$ cat config.mk
export PLATFORM = sky130hd
export DESIGN_NAME = nbus_read_target
export DESIGN_NICKNAME = d
export VERILOG_FILES = /design/src/rtl/nbt_pkg.sv /design/src/rtl/nbt_addr_shift.sv /design/src/rtl/nbt_wait_timer.sv /design/src/rtl/nbt_bus_drive.sv /design/src/rtl/nbus_read_target.sv
export SDC_FILE = /design/constraint.sdc
export NUM_CORES = 1
export LEC_CHECK = 0
export BUFFER_PORTS_ARGS = -buffer_cell sky130_fd_sc_hd__buf_2
export CORE_ASPECT_RATIO = 0.6
export CORE_UTILIZATION = 28
export CTS_CLUSTER_DIAMETER = 60
export DETAILED_ROUTE_END_ITERATION = 12
export GPL_TIMING_DRIVEN = 0
export SYNTH_ARGS = -nofsm -noshare
export SYNTH_HDL_FRONTEND = slang
export SYNTH_SLANG_ARGS = --single-unit
export TNS_END_PERCENT = 50
$ cat constraint.sdc
create_clock -name clk -period 2.62 [get_ports clk]
set_input_delay 0.393 -clock clk [delete_from_list [all_inputs] [get_ports clk]]
set_output_delay 0.393 -clock clk [all_outputs]
set_load 0.01 [all_outputs]
$ cat src/rtl/nbt_pkg.sv
`timescale 1ns/1ps
package nbt_pkg;
    typedef enum logic [3:0] {
        S_IDLE, S_ADDR, S_SIZE, S_TAR0, S_TAR1,
        S_WAIT, S_RSYNC, S_DLO, S_DHI, S_TOUT
    } nbt_state_e;

    localparam logic [3:0] CODE_READ  = 4'b1101;
    localparam logic [3:0] SYNC_WAIT  = 4'b0101;
    localparam logic [3:0] SYNC_READY = 4'b0000;
    localparam logic [3:0] NIB_IDLE   = 4'b1111;
    localparam logic [3:0] SIZE_ONE   = 4'b0000;
endpackage

$ cat src/rtl/nbt_addr_shift.sv
`timescale 1ns/1ps
module nbt_addr_shift #(
    parameter int NIBS = 7,
    localparam int AW = 4 * NIBS
) (
    input  logic          clk,
    input  logic          rst_n,
    input  logic          shift_en,
    input  logic [3:0]    nib,
    output logic [AW-1:0] addr
);
    logic [AW-1:0] addr_d, addr_q;

    always_comb begin
        addr_d = addr_q;
        if (shift_en) addr_d = {addr_q[AW-5:0], nib};
    end

    always_ff @(posedge clk or negedge rst_n) begin
        if (!rst_n) addr_q <= '0;
        else        addr_q <= addr_d;
    end

    assign addr = addr_q;
endmodule

$ cat src/rtl/nbt_wait_timer.sv
`timescale 1ns/1ps
module nbt_wait_timer #(
    parameter int MIN_WAIT = 2,
    localparam int CW = $clog2(MIN_WAIT + 1)
) (
    input  logic clk,
    input  logic rst_n,
    input  logic run,
    output logic min_met
);
    logic [CW-1:0] cnt_d, cnt_q;

    assign min_met = (cnt_q >= CW'(MIN_WAIT - 1));

    always_comb begin
        cnt_d = cnt_q;
        if (!run)          cnt_d = '0;
        else if (!min_met) cnt_d = cnt_q + 1'b1;
    end

    always_ff @(posedge clk or negedge rst_n) begin
        if (!rst_n) cnt_q <= '0;
        else        cnt_q <= cnt_d;
    end

    // the wait counter never runs past its limit
    p_cnt_bound_r7: assert property (@(posedge clk) disable iff (!rst_n)
        run |-> (cnt_q <= CW'(MIN_WAIT - 1)));
endmodule

$ cat src/rtl/nbt_bus_drive.sv
`timescale 1ns/1ps
module nbt_bus_drive
    import nbt_pkg::*;
(
    input  nbt_state_e st,
    input  logic [7:0] data,
    output logic       oe,
    output logic [3:0] nib
);
    always_comb begin
        oe  = 1'b1;
        nib = NIB_IDLE;
        case (st)
            S_TAR1:  nib = NIB_IDLE;
            S_WAIT:  nib = SYNC_WAIT;
            S_RSYNC: nib = SYNC_READY;
            S_DLO:   nib = data[3:0];
            S_DHI:   nib = data[7:4];
            S_TOUT:  nib = NIB_IDLE;
            default: oe  = 1'b0;
        endcase
    end
endmodule

$ cat src/rtl/nbus_read_target.sv
`timescale 1ns/1ps
module nbus_read_target
    import nbt_pkg::*;
#(
    parameter int ADDR_NIBS = 7,
    parameter int MIN_WAIT  = 2,
    localparam int AW = 4 * ADDR_NIBS,
    localparam int IW = $clog2(ADDR_NIBS)
) (
    input  logic          clk,
    input  logic          rst_n,
    input  logic          frame_n,
    input  logic [3:0]    bus_in,
    output logic [3:0]    bus_out,
    output logic          bus_oe,
    input  logic [3:0]    dev_id,
    output logic          mem_req,
    output logic [AW-1:0] mem_addr,
    input  logic          mem_valid,
    input  logic [7:0]    mem_data
);
    typedef struct packed {
        nbt_state_e  st;
        logic        start_ok;
        logic [IW-1:0] idx;
        logic        req;
        logic        got;
        logic [7:0]  data;
    } regs_t;

    regs_t r_d, r_q;
    logic  shift_en;
    logic  min_met;
    logic  decoding;

    nbt_addr_shift #(.NIBS(ADDR_NIBS)) u_addr (
        .clk(clk), .rst_n(rst_n), .shift_en(shift_en), .nib(bus_in), .addr(mem_addr)
    );

    nbt_wait_timer #(.MIN_WAIT(MIN_WAIT)) u_timer (
        .clk(clk), .rst_n(rst_n), .run(r_q.st == S_WAIT), .min_met(min_met)
    );

    nbt_bus_drive u_drive (
        .st(r_q.st), .data(r_q.data), .oe(bus_oe), .nib(bus_out)
    );

    assign decoding = (r_q.st == S_IDLE) || (r_q.st == S_ADDR) ||
                      (r_q.st == S_SIZE) || (r_q.st == S_TAR0);

    always_comb begin
        r_d      = r_q;
        r_d.req  = 1'b0;
        shift_en = 1'b0;

        if ((r_q.st == S_TAR0 || r_q.st == S_TAR1 || r_q.st == S_WAIT) &&
            mem_valid && !r_q.got) begin
            r_d.got  = 1'b1;
            r_d.data = mem_data;
        end

        if (!frame_n && decoding) begin
            r_d.st       = S_IDLE;
            r_d.start_ok = (bus_in == CODE_READ);
        end else begin
            case (r_q.st)
                S_IDLE: begin
                    if (r_q.start_ok) begin
                        r_d.start_ok = 1'b0;
                        if (bus_in == dev_id) begin
                            r_d.st  = S_ADDR;
                            r_d.idx = '0;
                        end
                    end
                end
                S_ADDR: begin
                    shift_en = 1'b1;
                    if (r_q.idx == IW'(ADDR_NIBS - 1)) r_d.st = S_SIZE;
                    else                                r_d.idx = r_q.idx + 1'b1;
                end
                S_SIZE: begin
                    if (bus_in == SIZE_ONE) begin
                        r_d.st  = S_TAR0;
                        r_d.req = 1'b1;
                        r_d.got = 1'b0;
                    end else begin
                        r_d.st = S_IDLE;
                    end
                end
                S_TAR0:  r_d.st = S_TAR1;
                S_TAR1:  r_d.st = S_WAIT;
                S_WAIT:  if (min_met && (r_q.got || mem_valid)) r_d.st = S_RSYNC;
                S_RSYNC: r_d.st = S_DLO;
                S_DLO:   r_d.st = S_DHI;
                S_DHI:   r_d.st = S_TOUT;
                S_TOUT:  r_d.st = S_IDLE;
                default: r_d.st = S_IDLE;
            endcase
        end
    end

    always_ff @(posedge clk or negedge rst_n) begin
        if (!rst_n) begin
            r_q.st       <= S_IDLE;
            r_q.start_ok <= 1'b0;
            r_q.idx      <= '0;
            r_q.req      <= 1'b0;
            r_q.got      <= 1'b0;
            r_q.data     <= '0;
        end else begin
            r_q <= r_d;
        end
    end

    assign mem_req = r_q.req;

    // the request lasts a single cycle
    p_req_pulse_r4: assert property (@(posedge clk) disable iff (!rst_n)
        mem_req |=> !mem_req);
    // a request only follows a one-byte size nibble
    p_req_size_r5: assert property (@(posedge clk) disable iff (!rst_n)
        mem_req |-> ($past(bus_in) == SIZE_ONE));
    // the driver always comes up with the idle nibble
    p_turn_on_r6: assert property (@(posedge clk) disable iff (!rst_n)
        $rose(bus_oe) |-> (bus_out == NIB_IDLE));
    // the driver releases only after the idle nibble
    p_release_r9: assert property (@(posedge clk) disable iff (!rst_n)
        $fell(bus_oe) |-> ($past(bus_out) == NIB_IDLE));
    // ready-sync is followed by the low data nibble
    p_ready_data_r8: assert property (@(posedge clk) disable iff (!rst_n)
        (r_q.st == S_RSYNC) |=> (r_q.st == S_DLO && bus_oe));
    // no drive while waiting for a header
    p_idle_quiet_r2: assert property (@(posedge clk) disable iff (!rst_n)
        (r_q.st == S_IDLE) |-> !bus_oe);
endmodule

==> impl_metrics.py <==
metrics = {
    "run_status": {
        "status": "finished, final reports clean",
    },
    "grt": {
        "antenna_found_initial": 0,
        "grt_use_met1_pct": 19.4,
        "grt_pass1_vias": 1462,
        "grt.overflow.total": 0,
        "grt_start_max_net_pins": 49,
        "busiest_layer": "met1",
        "track_usage_pct": 12.1,
        "grt_pass1_wl_mm": 7.86,
        "met3_usage_pct": 2.71,
        "grt_use_met2_pct": 15.8,
    },
    "cts": {
        "cts_hold_buf": 0,
        "clkSinkCount": 48,
        "cts_tree": "built",
        "cts.reportedPaths.clkPinSlew_ns": 0.06,
        "numCtsBuffers": 5,
        "clock_path_buffers": 2,
        "clk_latency_ns": 0.28,
        "cts_resized": 0,
        "cts_setup_buffers": 0,
        "h-tree-depth": 2,
        "root_buffer": "clkbuf_16",
    },
    "sta": {
        "fin_skew_ns": 0.00296,
        "final-max-slew-violation-count": 0,
        "timing_hold_violations_final": 0,
        "tightest_slew_ns": 1.11,
        "fmax_mhz": 451,
        "setup_violations": 0,
        "fin_crit_sh_pct": 84.7,
        "setup_tns_ns": 0,
        "maxSlewHeadroom_pct": 25.7,
        "whs_ns": 0.335,
        "layout_min_cycle_time_ns": 2.22,
        "rsz0062_at_grt": "no",
    },
    "synthesis": {
        "yosys.area_share.adder_pct": 1.65,
        "synthArstFlopShare_pct": 100,
        "syn_avg_cell_area_um2": 13.4,
        "synth_top_family_by_area": "multiplexers",
        "yosys.cell_types.count": 39,
        "syn_nets": 193,
        "synth-xor-area-share_pct": 1.93,
        "ys_seq_area_share_pct": 52.9,
        "synth_compound_area_share_pct": 7.87,
        "synthCells": 170,
        "yosys.area_share.simple_pct": 9.64,
        "synth_enable_flop_cells": 0,
        "synth_warnings": 0,
        "synth_area_um2": 2270,
        "synth_ff_type": "dfrtp_1",
        "synthMuxAreaShare_pct": 22.5,
        "synth_seq_cells": 48,
    },
    "detailed_routing": {
        "post-route-drc-count": 0,
        "via_count": 1528,
        "first_pass_iters": 4,
        "drt-vias-per-instance": 4.53,
        "antenna_left": 0,
        "drtIter0Drc": 91,
        "wl_per_cell_um": 14.1,
        "drt_wl_total_mm": 4.76,
    },
    "place": {
        "gp_congestion": 0.816,
        "dp_hpwl_mm": 3.50,
        "place_area_um2": 2670,
        "numPortBuffers": 52,
    },
    "power": {
        "p_leak_nw": 1.39,
        "vdd_drop_max_uv": 384,
        "power_mw": 3.20,
        "swShare_pct": 34.1,
        "p_int_mw": 2.11,
        "power.density_nw_per_um2": 1140,
        "seqPwrFrac_pct": 40.3,
        "clkPwrFrac_pct": 19.2,
        "power_switching_mw": 1.09,
        "comb_power_share_pct": 40.5,
    },
    "die": {
        "io_pins": 54,
        "dieWidth_um": 118,
        "row_count": 25,
        "die_y_um": 71.8,
        "fp.coreArea_um2": 7850,
        "dieArea_um2": 8490,
        "initial_core_util_pct": 28.9,
    },
    "job": {
        "cap_viol_max_count": 0,
    },
    "finish": {
        "drive_above_1_share_pct": 46.3,
        "layout_common_cells": "54 x buf_2, 48 x dfrtp_1, 20 x mux2_4",
        "final_common_cell": "buf_2",
        "final_nets": 252,
        "n_antenna_cell": 0,
        "syn_to_final_growth_pct": 23.5,
        "final_area_um2": 2810,
    },
    "setup_path": {
        "worstPathRequired_ns": 2.23,
        "reg2reg_depth": 5,
        "r2r_start": "r_q[17]",
        "crit_type": "reg -> out",
        "slowest_delay_ns": 0.43,
        "crit_fanout": 10,
        "worstPathArrival_ns": 1.83,
        "end_kind": "primary output",
        "timing.rr.end": "u_addr.addr[8]",
        "crit_chain": "buf_4 > or3_1 > o21a_1 > o22a_1 > buf_2",
        "crit_path_top_delay_cell": "dfrtp_1",
        "r2r_slack_ns": 0.87,
        "worstSetupStartpointType": "flop",
    },
    "hold_path": {
        "min_path_type": "in -> async",
    },
}
-- synth_stat cells, drive strengths merged (2+ instances only) --
master	n	area, um^2
xor2	3	26.3
nand3	2	10.0
o41ai	2	17.5
buf	7	58.8
xnor2	2	17.5
a31oi	4	25.0
nor3b	2	15.0
mux2	36	480
a21oi	3	15.0
inv	5	18.8
dfrtp	48	1200
nor4b	2	32.5
nor3	3	15.0
ha	3	37.5
nor2	7	26.3
o22a	4	35.0
nand2	12	52.6
mux2i	3	30.0
o21a	4	30.0
o21ai	4	20.0
-- cell families (layout without fill, tap and decap cells) --
group | count (synthesis) | in the layout
AOI/OAI and AO/OA | 25 | 25
xor gates and xnor gates | 5 | 5
adders and majority gates | 3 | 3
buffers and inverters | 13 | 72
DFF | 48 | 48
muxes | 39 | 39
and+or+nand+nor | 37 | 37
-- layout make-up --
cell class,instances,area [um^2]
fill,789,5050
clock inverter,2,12.5
buffer,8,62.6
timing repair buffer,52,260
clock buffer,5,125
tap,108,135
sequential,48,1200
inverter,5,18.8
multi-input combinational,109,990
-- state kept, by name (all words and copies together), names as in the netlist --
signal and flops:
r_q 17, u_addr.addr 28, u_timer.cnt_q 2, mem_req 1
-- power by group through the flow --
stage	registers (mW)	clock network, mW	logic (mW)
after floorplan	1.34	0	0.836
after global placement	1.29	0	1.29
after detailed placement	1.30	0	1.31
after CTS	1.29	0.644	1.31
after global routing	1.34	0.666	1.42
final	1.29	0.615	1.29
-- worst max path at each step --
stage	from	to	cells past startpoint
after detailed placement	r_q[15]	bus_out[2]	5
final	r_q[15]	bus_out[2]	5
after global placement	r_q[15]	bus_out[2]	5
after floorplan	r_q[15]	bus_out[0]	4
after CTS	r_q[15]	bus_out[2]	5
after global routing	r_q[15]	bus_out[2]	5
-- stage by stage --
step                cells  util [%]  setup slack [ns]
CTS                   337      35.7             0.396
global route          337      35.7             0.339
floorplan             170         -             0.883
global placement      330      34.0             0.719
detailed placement    330      34.0             0.699
finish                337      35.7             0.402
-- worst max-delay path: cells and delay by family (launching register included) --
kind,cells,cell delay [ns]
DFF,1,0.43
and+or+nand+nor,1,0.42
AOI/OAI and AO/OA,2,0.37
buffers and inverters,2,0.33
-- metal layers --
| layer | vias to the layer above | wire [um] |
|---|---|---|
| met2 | 36 | 1920 |
| li1 | 721 | - |
| met5 | - | 0 |
| met3 | 2 | 226 |
| met4 | 0 | 30 |
| met1 | 769 | 2580 |
Power figures use the tool's default switching activity.
